===== config.mk =====
export PLATFORM = sky130hd
export DESIGN_NAME = i2c_ctl_regs
export DESIGN_NICKNAME = d
export VERILOG_FILES = /design/src/rtl/i2c_ctl_pkg.sv /design/src/rtl/i2c_ctl_enfsm.sv /design/src/rtl/i2c_ctl_bits.sv /design/src/rtl/i2c_ctl_cfg.sv /design/src/rtl/i2c_ctl_regs.sv
export SDC_FILE = /design/constraint.sdc
export NUM_CORES = 1
export LEC_CHECK = 0
export ABC_AREA = 1
export BUFFER_PORTS_ARGS = -buffer_cell sky130_fd_sc_hd__buf_2
export CAP_MARGIN = 10
export CORE_MARGIN = 10
export CORE_UTILIZATION = 40
export DETAILED_ROUTE_END_ITERATION = 8
export GPL_TIMING_DRIVEN = 0
export PLACE_DENSITY = 0.8
export SETUP_SLACK_MARGIN = 0.05
export SLEW_MARGIN = 20
export SYNTH_ARGS = -nofsm -noshare
export SYNTH_HDL_FRONTEND = slang
export SYNTH_SLANG_ARGS = --single-unit

===== constraint.sdc =====
create_clock -name clk -period 1.75 [get_ports clk]
set_input_delay 0.2625 -clock clk [delete_from_list [all_inputs] [get_ports clk]]
set_output_delay 0.2625 -clock clk [all_outputs]
set_load 0.01 [all_outputs]

===== src/rtl/i2c_ctl_pkg.sv =====
package i2c_ctl_pkg;

    typedef enum logic [1:0] {
        EN_OFF   = 2'd0,
        EN_ARMED = 2'd1,
        EN_LIVE  = 2'd2
    } en_state_t;

    localparam int BIT_EN    = 5;
    localparam int BIT_GC    = 4;
    localparam int BIT_START = 3;
    localparam int BIT_ACK   = 2;
    localparam int BIT_STOP  = 1;
    localparam int BIT_IE    = 0;

    localparam int A_CTL = 0;
    localparam int A_CFG = 1;
    localparam int A_IRQ = 2;

    typedef struct packed {
        logic gc;
        logic start;
        logic ack;
        logic stop;
        logic ie;
    } ctl_bits_t;

endpackage


===== src/rtl/i2c_ctl_enfsm.sv =====
module i2c_ctl_enfsm
    import i2c_ctl_pkg::*;
(
    input  logic      clk,
    input  logic      rst_n,
    input  logic      ctl_wr,
    input  logic      wr_en_bit,
    output en_state_t state_o,
    output logic      en_now,
    output logic      en_nxt
);

    en_state_t state_q, state_d;

    always_ff @(posedge clk or negedge rst_n) begin
        if (!rst_n) state_q <= EN_OFF;
        else        state_q <= state_d;
    end

    always_comb begin
        state_d = state_q;
        unique case (state_q)
            EN_OFF: begin
                if (ctl_wr && wr_en_bit) state_d = EN_ARMED;
            end
            EN_ARMED: begin
                if (ctl_wr) state_d = wr_en_bit ? EN_LIVE : EN_OFF;
            end
            EN_LIVE: begin
                if (ctl_wr && !wr_en_bit) state_d = EN_OFF;
            end
            default: state_d = EN_OFF;
        endcase
    end

    always_comb begin
        state_o = state_q;
        en_now  = (state_q != EN_OFF);
        en_nxt  = (state_d != EN_OFF);
    end

endmodule


===== src/rtl/i2c_ctl_bits.sv =====
module i2c_ctl_bits
    import i2c_ctl_pkg::*;
(
    input  logic            clk,
    input  logic            rst_n,
    input  logic            en_now,
    input  logic            en_nxt,
    input  logic            ctl_wr,
    input  logic [BIT_EN:0] wd,
    input  logic            is_master,
    input  logic            start_sent,
    input  logic            stop_sent,
    input  logic            byte_done,
    input  logic            irq_clr,
    output ctl_bits_t       bits_q,
    output logic            irq_q
);

    logic load;
    logic start_hw_clr;
    logic stop_hw_clr;
    logic stop_wr_val;
    logic irq_set;

    always_comb begin
        load         = ctl_wr && en_now && en_nxt;
        start_hw_clr = en_now && start_sent;
        stop_hw_clr  = en_now && is_master && stop_sent;
        irq_set      = en_now && start_sent && bits_q.ie;
        if (is_master)        stop_wr_val = wd[BIT_STOP];
        else if (wd[BIT_STOP]) stop_wr_val = byte_done ? 1'b1 : bits_q.stop;
        else                   stop_wr_val = 1'b0;
    end

    always_ff @(posedge clk or negedge rst_n) begin
        if (!rst_n) begin
            bits_q <= '0;
            irq_q  <= 1'b0;
        end else begin
            if (!en_nxt) begin
                bits_q.gc  <= 1'b0;
                bits_q.ack <= 1'b0;
                bits_q.ie  <= 1'b0;
            end else if (load) begin
                bits_q.gc  <= wd[BIT_GC];
                bits_q.ack <= wd[BIT_ACK];
                bits_q.ie  <= wd[BIT_IE];
            end

            if (!en_nxt || start_hw_clr) bits_q.start <= 1'b0;
            else if (load)               bits_q.start <= wd[BIT_START];

            if (stop_hw_clr) bits_q.stop <= 1'b0;
            else if (load)   bits_q.stop <= stop_wr_val;

            if (!en_nxt)      irq_q <= 1'b0;
            else if (irq_set) irq_q <= 1'b1;
            else if (irq_clr) irq_q <= 1'b0;
        end
    end

endmodule


===== src/rtl/i2c_ctl_cfg.sv =====
module i2c_ctl_cfg #(
    parameter int RANGE_W = 3
) (
    input  logic               clk,
    input  logic               rst_n,
    input  logic               en_now,
    input  logic               cfg_wr,
    input  logic [RANGE_W:0]   wd,
    output logic [RANGE_W-1:0] range_q,
    output logic               addr10_q
);

    always_ff @(posedge clk or negedge rst_n) begin
        if (!rst_n) begin
            range_q  <= '0;
            addr10_q <= 1'b0;
        end else if (cfg_wr && !en_now) begin
            range_q  <= wd[RANGE_W-1:0];
            addr10_q <= wd[RANGE_W];
        end
    end

endmodule


===== src/rtl/i2c_ctl_regs.sv =====
module i2c_ctl_regs
    import i2c_ctl_pkg::*;
#(
    parameter int ADDR_W  = 2,
    parameter int DATA_W  = 8,
    parameter int RANGE_W = 3
) (
    input  logic               clk,
    input  logic               rst_n,
    input  logic [ADDR_W-1:0]  bus_addr,
    input  logic               bus_wr,
    input  logic [DATA_W-1:0]  bus_wdata,
    output logic [DATA_W-1:0]  bus_rdata,
    input  logic               is_master,
    input  logic               ev_start_sent,
    input  logic               ev_stop_sent,
    input  logic               ev_byte_done,
    output logic               pin_altfn,
    output logic               ctl_gcall,
    output logic               ctl_start,
    output logic               ctl_ack,
    output logic               ctl_stop,
    output logic               ctl_irq_en,
    output logic               lines_release,
    output logic               irq,
    output logic               stat_hold_clr,
    output logic [RANGE_W-1:0] cfg_clk_range,
    output logic               cfg_addr10
);

    localparam int CFG_W = RANGE_W + 1;

    logic      wr_ctl, wr_cfg, wr_irq;
    logic      en_now, en_nxt;
    en_state_t en_state;
    ctl_bits_t bits;
    logic      irq_q;
    logic      stop_raw;
    logic      unused_wbits;

    assign wr_ctl = bus_wr && (bus_addr == ADDR_W'(A_CTL));
    assign wr_cfg = bus_wr && (bus_addr == ADDR_W'(A_CFG));
    assign wr_irq = bus_wr && (bus_addr == ADDR_W'(A_IRQ)) && bus_wdata[0];
    assign unused_wbits = ^{bus_wdata[DATA_W-1:BIT_EN+1], en_state};

    i2c_ctl_enfsm u_fsm (
        .clk       (clk),
        .rst_n     (rst_n),
        .ctl_wr    (wr_ctl),
        .wr_en_bit (bus_wdata[BIT_EN]),
        .state_o   (en_state),
        .en_now    (en_now),
        .en_nxt    (en_nxt)
    );

    i2c_ctl_bits u_bits (
        .clk        (clk),
        .rst_n      (rst_n),
        .en_now     (en_now),
        .en_nxt     (en_nxt),
        .ctl_wr     (wr_ctl),
        .wd         (bus_wdata[BIT_EN:0]),
        .is_master  (is_master),
        .start_sent (ev_start_sent),
        .stop_sent  (ev_stop_sent),
        .byte_done  (ev_byte_done),
        .irq_clr    (wr_irq),
        .bits_q     (bits),
        .irq_q      (irq_q)
    );

    i2c_ctl_cfg #(.RANGE_W(RANGE_W)) u_cfg (
        .clk      (clk),
        .rst_n    (rst_n),
        .en_now   (en_now),
        .cfg_wr   (wr_cfg),
        .wd       (bus_wdata[CFG_W-1:0]),
        .range_q  (cfg_clk_range),
        .addr10_q (cfg_addr10)
    );

    assign stop_raw = bits.stop;

    always_comb begin
        pin_altfn     = en_now;
        stat_hold_clr = !en_now;
        ctl_gcall     = bits.gc;
        ctl_start     = bits.start;
        ctl_ack       = bits.ack;
        ctl_irq_en    = bits.ie;
        ctl_stop      = en_now && bits.stop;
        lines_release = en_now && !is_master && bits.stop;
        irq           = irq_q;
    end

    always_comb begin
        bus_rdata = '0;
        if (bus_addr == ADDR_W'(A_CTL)) begin
            bus_rdata[BIT_EN]    = en_now;
            bus_rdata[BIT_GC]    = bits.gc;
            bus_rdata[BIT_START] = bits.start;
            bus_rdata[BIT_ACK]   = bits.ack;
            bus_rdata[BIT_STOP]  = bits.stop;
            bus_rdata[BIT_IE]    = bits.ie;
        end else if (bus_addr == ADDR_W'(A_CFG)) begin
            bus_rdata[CFG_W-1:0] = {cfg_addr10, cfg_clk_range};
        end else if (bus_addr == ADDR_W'(A_IRQ)) begin
            bus_rdata[0] = irq_q;
        end
    end

endmodule


==> run summary, run 1 <==
DR vias -> 736
Simple-Gate Fraction of Synth Area -> 39.21%
Cells after Synth -> 91
Number of diodes -> 0
TritonCTS clock tree -> built
Area growth syn-to-layout -> 31.85%
Synth top cells by count -> nand2_1, dfrtp_1, inv_1, nand3_1
Outcome -> completed
Critical path capture point type -> output port
Final hold viol count -> 0
Crit path cell chain -> nor2_8 -> inv_1 -> buf_2
CTS buffer count -> 3
Routability cong. -> 0.7442
Clk_lat worst skew -> 0.27 ns
Largest fanout on the critical path -> 8
Worst setup margin -> 0.2335 ns
Worst EP arrival -> 1.25 ns
Clk pin slew, worst setup/hold paths -> 0.07 ns
CTS Root Buffer Type -> clkbuf_4
Core Region -> 1727 µm²
CTS sink count -> 12
Pins Over Slew Limit -> 0
Drt pass-1 iters -> 4
Die X -> 62.74 µm
Avg WL per Cell -> 13.30 µm
Post-Place Cells -> 150
Worst min-delay path class -> primary input to flip-flop
CP Class -> flip-flop to output port
Max cap viols -> 0
Area contributors post-synth -> dfrtp_1, nand2_1, inv_1
Hold slack -> 0.2331 ns
DR DRC count -> 0
H-tree Lvls -> 1
Initial Util -> 42.32%
Initial DRC count -> 27
Yosys top cell area share -> 41.10%
Synth Warn # -> 0
Syn_area_per_cell -> 8.030 µm²
Fillers -> 174
Worst slack, placed -> 0.3132 ns
Critical path launch point type -> flip-flop
Crit path time final -> 1.516 ns
# rows -> 15
Pin count of the biggest net entering global routing -> 13
Die H -> 62.74 µm
Seq/Total Area, Yosys -> 41.10%
Vias in the first global route -> 748
Yosys reg bits -> 12
Final non-filler cell total -> 154
Max Clock Freq -> 659.4 MHz
Leakage power -> 0.0005618 µW
Count of cell types in the netlist -> 24
GRT Util Overall -> 10.23%
Worst path slowest cell -> dfrtp_1
Ys flop type -> dfrtp_1
RSZ-0062 raised after global routing -> false
Post-synth ARST share -> 100.0%
Req. time, crit path -> 1.49 ns
Routed vias/inst -> 4.779
Final ANT Viol Nets -> 0
Compound-Gate Fraction of Synth Area -> 8.390%
Combined area of all synthesized cells -> 730.7 µm²
Gr ovfl total -> 0
Setup_tns -> 0 ns
Peak VDD IR -> 761.7 µV
CTS max path bufs -> 2
Skew final -> 0.001591 ns
Initial antenna violation count -> 0
Area leader, netlist -> dfrtp_1
Post-synthesis mux area share -> 1.541%
Xor/xnor share of the synthesized area -> 0%
First-pass GRT wire length -> 3.325 mm
Share of post-route cells with drive strength above 1 -> 42.64%
Number of synthesized flops with an enable pin -> 0
Most common cell in the netlist -> nand2_1
Resized cells post-CTS -> 0
Synth Area in Adders -> 0%
Num ports -> 38
Final period utilization -> 86.66%
Die area -> 3936 µm²
Final net count -> 148
Port-buffer cells -> 33
Final count of negative-setup-slack endpoints -> 0
Pwr per Cell Area -> 1263 nW/µm²
DP Wirelength -> 1.660 mm
Largest family of logic cells by synthesized area -> simple AND/OR/NAND/NOR gates
Delay of the slowest cell on the worst path -> 0.46 ns
Wirelength, routed -> 2.048 mm
## layout make-up
class | instances | area [µm²] | area share (%)
multi-input cells | 64 | 366.6 | 38.05
flip-flops and latches | 12 | 300.3 | 31.17
repair buffers | 34 | 175.2 | 18.18
inverters | 14 | 52.55 | 5.455
well taps | 25 | 31.28 | 3.247
clock buffers | 3 | 22.52 | 2.338
plain buffers | 2 | 15.01 | 1.558
## cells by family after synthesis
logic type,after synthesis
other,1
buffers and inverters,16
AO/OA/AOI/OAI,10
multiplexers,1
flip-flops,12
AND/OR/NAND/NOR,51
## worst max-delay path, delay by kind of cell (launching register included)
kind / cells / cell delay (ns)
flops: 1 / 0.46
buf+inv: 2 / 0.28
simple gates: 1 / 0.23
## stage by stage
| stage | cell area, µm² | power (µW) | util, % |
|---|---|---|---|
| final | 963.4 | 1217 | 55.80 |
| after floorplan | 734.5 | 838.4 | - |
| after detailed placement | 930.9 | 1058 | 53.91 |
| after global placement | 930.9 | 1037 | 53.91 |
| after CTS | 963.4 | 1224 | 55.80 |
| after global routing | 963.4 | 1311 | 55.80 |
## routing by layer
metal	GRT usage, %	vias up	share of wire, %
met1	10.02	334	37
met4	4.190	0	1.9
met5	0	-	0
met2	17.44	34	49
li1	-	362	-
met3	5.735	6	12
## report_power, final
part | switching [µW] | internal (µW) | leakage, µW
registers | 78.6 | 356 | 0.000159
logic | 384 | 228 | 0.000389
clock network | 90.2 | 79.8 | 0.0000138
## sequential cells by signal, summed over array words and instances (netlist names)
| signal | cells |
|---|---|
| u_cfg.range_q | 3 |
| u_fsm.state_o | 2 |
| u_cfg.addr10_q | 1 |
| u_bits.bits_q | 5 |
| u_bits.irq_q | 1 |
## worst paths after layout
path                                     to  slack [ns]  cells past startpoint             start
min in group asynchronous  u_bits.bits_q[4]        0.41                      2             rst_n
min reg2reg                u_cfg.range_q[0]        0.52                      2  u_cfg.range_q[0]
max reg2reg                u_bits.bits_q[2]        0.34                      9  u_fsm.state_o[0]
min                        u_bits.bits_q[4]        0.23                      3      bus_wdata[4]
max                               pin_altfn        0.23                      3  u_fsm.state_o[0]
max in group asynchronous  u_cfg.range_q[1]        1.12                      2             rst_n
## timing repair
item                                    in CTS  in global routing
endpoints found under the setup margin       0                  0
hold buffers                                 1                  0
setup buffers                                0                  0
hold endpoints to repair                    12                  0
## cell usage in the layout (no fill, tap or decap), types with 2 or more instances in the layout
master,count
nand2_1,22
nor2_2,5
nor2_4,2
nor2_1,6
inv_2,2
buf_4,2
dfrtp_1,12
inv_1,12
o21ai_0,6
nor2_8,2
conb_1,2
nand3_1,7
clkbuf_4,3
buf_2,33
Note: power is estimated with default switching activity, not from simulation.
==> run 2, diff against run 1 <==
MAX_ROUTING_LAYER = met4   (was unset)
PLACE_DENSITY = 0.81   (was 0.8)
SYNTH_HIERARCHICAL = 1   (was unset)
==> run summary, run 2 <==
Pwr per Cell Area -> 1023 nW/µm²
Die area -> 3858 µm²
Count of cell types in the netlist -> 16
CTS max path bufs -> 2
Area contributors post-synth -> dfrtp_1, nand2_1, nand3_1
Commonest non-fill, non-tap cells in the layout -> buf_2, nand2_1, inv_1
Critical path launch point type -> flip-flop
Seq/Total Area, Yosys -> 42.33%
Yosys top cell area share -> 42.33%
Leakage power -> 0.0005819 µW
Crit path cell chain -> nor2_2 -> inv_1 -> nand2_1 -> nor2_1 -> buf_2
DR vias -> 795
Peak VDD IR -> 465.3 µV
Core Region -> 1708 µm²
Cell area after placement -> 909.6 µm²
First-pass GRT wire length -> 3.594 mm
H-tree Lvls -> 1
CP Class -> flip-flop to output port
Area leader, netlist -> dfrtp_1
Crit path time final -> 1.564 ns
Worst path slowest cell -> dfrtp_1
Final count of negative-setup-slack endpoints -> 0
CTS buffer count -> 3
Synth Warn # -> 6
Worst EP arrival -> 1.30 ns
Port-buffer cells -> 33
Critical path capture point type -> output port
Die X -> 62.12 µm
Register area -> 300.3 µm²
Clk_lat worst skew -> 0.27 ns
Number of diodes -> 0
Initial antenna violation count -> 0
Share of post-route cells with drive strength above 1 -> 34.97%
Clk pin slew, worst setup/hold paths -> 0.07 ns
Number of synthesized flops with an enable pin -> 0
Worst rel slew slack -> 54.80%
Die H -> 62.12 µm
GRT Util Overall -> 11.28%
Synth top cells by count -> nand2_1, inv_1, nand3_1, dfrtp_1, nor2_1
Wirelength, routed -> 2.156 mm
Post-layout util -> 56.56%
Fillers -> 162
Avg WL per Cell -> 12.83 µm
Most common cell in the netlist -> nand2_1
Routed vias/inst -> 4.732
Vias in the first global route -> 791
Num ports -> 38
Max Clock Freq -> 639.3 MHz
Most common cell after layout, fill and taps aside -> buf_2
Hold Path Depth -> 3
DP Wirelength -> 1.826 mm
Delay of the slowest cell on the worst path -> 0.40 ns
Req. time, crit path -> 1.49 ns
Worst min-delay path class -> primary input to flip-flop
Min-Delay Startpoint -> bus_wdata[4]
RR Startpoint -> u_fsm/state_o[1]
CTS sink count -> 12
Max cap viols -> 0
Max reg flops -> 5
Yosys reg bits -> 12
Gr ovfl total -> 0
DR DRC count -> 0
Most flop-heavy register -> u_bits/bits_q
Area occupied by multi-input gates -> 336.6 µm²
Pin count of the biggest net entering global routing -> 13
Ys flop type -> dfrtp_1
Drt pass-1 iters -> 4
Skew final -> 0.004019 ns
Cells after Synth -> 104
Final period utilization -> 89.39%
Initial Util -> 41.54%
Largest fanout on the critical path -> 10
Setup Buffers After CTS -> 0
Routability cong. -> 0.8502
Post-synth ARST share -> 100.0%
Syn_area_per_cell -> 6.821 µm²
Area growth syn-to-layout -> 36.16%
Worst-Margin Slew -> 0.6728 ns
CTS Root Buffer Type -> clkbuf_4
RSZ-0062 raised after global routing -> false
Outcome -> completed
Pins Over Slew Limit -> 0
Hold slack -> 0.2573 ns
Design area -> 965.9 µm²
R2R cell count -> 9
Crit. Startpoint -> u_fsm/state_o[0]
Combined area of all synthesized cells -> 709.4 µm²
TritonCTS clock tree -> built
Final hold viol count -> 0
Final net count -> 161
# rows -> 15
Final ANT Viol Nets -> 0
Initial DRC count -> 22
-- run 2: path summary, 6_finish.rpt --
kind / end / slack, ns
max: lines_release / 0.19
min: u_bits/bits_q[4] / 0.26
max reg2reg: u_bits/bits_q[1] / 0.46
min reg2reg: u_cfg/range_q[1] / 0.52
max in group asynchronous: u_bits/bits_q[4] / 1.12
min in group asynchronous: u_cfg/range_q[2] / 0.41
-- run 2: critical path: cells and delay by family, from the launching register on --
family	cells	cell delay, ns
and+or+nand+nor	3	0.27
DFF	1	0.40
buffers and inverters	2	0.36
-- run 2: routing by layer --
metal  wire length (µm)  track usage [%]
met5                  0                -
met4                  0            3.143
met3                145            3.405
met2               1242            21.67
met1                767            10.40
-- run 2: what timing repair did --
action	4_1_cts	5_1_grt
pin swaps	0	0
hold buffers	1	0
endpoints found under the setup margin	1	5
gates resized for setup	1	2
endpoints found under the hold margin	12	0
-- run 2: power by group --
part / internal, µW / total [µW] / switching, µW
combinational: 136 / 382 / 246
clock: 126 / 218 / 91.3
sequential: 336 / 389 / 53.4
total: 597 / 988 / 391
-- run 2: cells by family (layout without fill, tap and decap cells) --
logic type	after synthesis	after routing	synth area share, %
compound gates	6	6	4.585
flops	12	12	42.33
simple gates	64	64	40.39
other cells	1	2	0.5286
buf+inv	21	59	12.17
-- run 2: cell type report --
class	count	share of cell area [%]
Multi-Input combinational cell	72	34.84
Sequential cell	12	31.09
Timing Repair Buffer	34	18.13
Inverter	19	7.383
Clock buffer	4	3.756
Tap cell	25	3.238
Buffer	2	1.554
-- run 2: per-stage QoR --
| stage | setup TNS (ns) | std cells | worst slack, ns | power (µW) |
|---|---|---|---|---|
| after floorplan | 0 | 105 | 0.2299 | 606.3 |
| after global placement | -0.5447 | 163 | -0.1423 | 749.1 |
| after detailed placement | -1.059 | 163 | -0.2192 | 771.4 |
| after CTS | 0 | 168 | 0.1469 | 993.5 |
| after global routing | 0 | 168 | 0.06260 | 1066 |
| final | 0 | 168 | 0.1857 | 988.3 |
==> run 3, diff against run 2 <==
RECOVER_POWER = 100   (was unset)
==> run summary, run 3 (synthesis gave the netlist of run 2 again) <==
Outcome -> completed
Delay of the slowest cell on the worst path -> 0.39 ns
Final ANT Viol Nets -> 0
GRT Util Overall -> 11.28%
Final hold viol count -> 0
CTS Root Buffer Type -> clkbuf_4
Largest fanout on the critical path -> 10
Peak VDD IR -> 453.4 µV
Most flop-heavy register -> u_bits/bits_q
Final count of negative-setup-slack endpoints -> 0
RSZ-0062 raised after global routing -> false
Num ports -> 38
Final period utilization -> 90.38%
Number of diodes -> 0
CTS max path bufs -> 2
CTS sink count -> 12
Req. time, crit path -> 1.49 ns
Crit path cell chain -> nor2_1 -> inv_1 -> inv_1 -> nor2_1 -> clkbuf_1
Initial Util -> 41.54%
Initial DRC count -> 41
Gr ovfl total -> 0
Leakage power -> 0.0005104 µW
Worst rel slew slack -> 55.20%
Die H -> 62.12 µm
Drt pass-1 iters -> 4
Critical path capture point type -> output port
Worst slack, placed -> -0.2192 ns
Pins Over Slew Limit -> 0
Worst EP arrival -> 1.32 ns
Clk pin slew, worst setup/hold paths -> 0.07 ns
Crit path buf inv count -> 3
Pin count of the biggest net entering global routing -> 13
Port-buffer cells -> 33
Initial antenna violation count -> 0
Cell area after placement -> 909.6 µm²
Die area -> 3858 µm²
Max cap viols -> 0
Wirelength, routed -> 2.195 mm
Share of post-route cells with drive strength above 1 -> 20.28%
Critical path launch point type -> flip-flop
Area growth syn-to-layout -> 31.92%
Skew final -> 0.005320 ns
CP Class -> flip-flop to output port
Vias in the first global route -> 791
Max reg flops -> 5
Routability cong. -> 0.8502
Pwr per Cell Area -> 1031 nW/µm²
Commonest non-fill, non-tap cells in the layout -> nand2_1, clkbuf_1, inv_1
Routed vias/inst -> 4.762
Clk_lat worst skew -> 0.27 ns
Most common cell after layout, fill and taps aside -> nand2_1
Avg WL per Cell -> 13.07 µm
Die X -> 62.12 µm
Max Clock Freq -> 632.2 MHz
DR DRC count -> 0
H-tree Lvls -> 1
# rows -> 15
Final net count -> 161
DP Wirelength -> 1.826 mm
Hold slack -> 0.2596 ns
Worst setup margin -> 0.1683 ns
Design area -> 935.9 µm²
Core Region -> 1708 µm²
Crit path time final -> 1.582 ns
TritonCTS clock tree -> built
Worst min-delay path class -> primary input to flip-flop
CTS buffer count -> 3
Worst-Margin Slew -> 0.6720 ns
Setup Buffers After CTS -> 0
Worst path slowest cell -> dfrtp_1
DR vias -> 800
CP delay by family, top -> buffers and inverters
First-pass GRT wire length -> 3.594 mm
-- run 3: cell count changes in the layout (fill, tap and decap cells not counted), sizes merged --
cell,change
buf,-20
clkbuf,+20
-- run 3: what timing repair did --
item                                   CTS  global route
resized for setup                        1             2
hold buffers                             1             0
endpoints found under the hold margin   12             0
setup endpoints to repair                1             5
-- run 3: area by class of cell --
cell class | instances | area, µm²
Sequential cell | 12 | 300.3
Fill cell | 170 | 772.0
Buffer | 2 | 15.01
Timing Repair Buffer | 34 | 152.6
Multi-Input combinational cell | 72 | 329.1
Clock buffer | 4 | 36.28
Tap cell | 25 | 31.28
Inverter | 19 | 71.32
-- run 3: tightest hold or removal path: cells and delay by family --
family | cells | cell delay [ns]
buf+inv | 2 | 0.14
compound gates | 1 | 0.08
-- run 3: report_power, final --
group / internal [µW] / total [µW] / switching (µW)
clock network: 126 / 216 / 90.0
logic: 115 / 361 / 246
registers: 336 / 388 / 52.7
-- run 3: path summary, 6_finish.rpt --
check                                 start               end  slack, ns  cells after the start
max                        u_fsm/state_o[0]      bus_rdata[5]       0.17                      5
min                            bus_wdata[4]  u_bits/bits_q[4]       0.26                      3
max reg2reg                u_fsm/state_o[1]  u_bits/bits_q[1]       0.42                      9
min reg2reg                  u_cfg/addr10_q    u_cfg/addr10_q       0.52                      2
max in group asynchronous             rst_n  u_bits/bits_q[4]       0.77                      2
min in group asynchronous             rst_n  u_cfg/range_q[2]       0.55                      2
-- run 3: metal layers --
metal,GRT usage [%],part of all wire [%],vias to the layer above
li1,-,-,398
met1,10.40,36,373
met2,21.67,57,29
met3,3.405,7.7,0
met4,3.143,0,0
met5,-,0,-
-- run 3: metrics by stage --
| step | instances | TNS (ns) | util [%] | total power [µW] |
|---|---|---|---|---|
| global route | 168 | 0 | 54.80 | 1042 |
| global placement | 163 | -0.5447 | 53.26 | 749.1 |
| detailed placement | 163 | -1.059 | 53.26 | 771.4 |
| CTS | 168 | 0 | 56.12 | 993.5 |
| finish | 168 | 0 | 54.80 | 965.0 |
| floorplan | 105 | 0 | - | 606.3 |
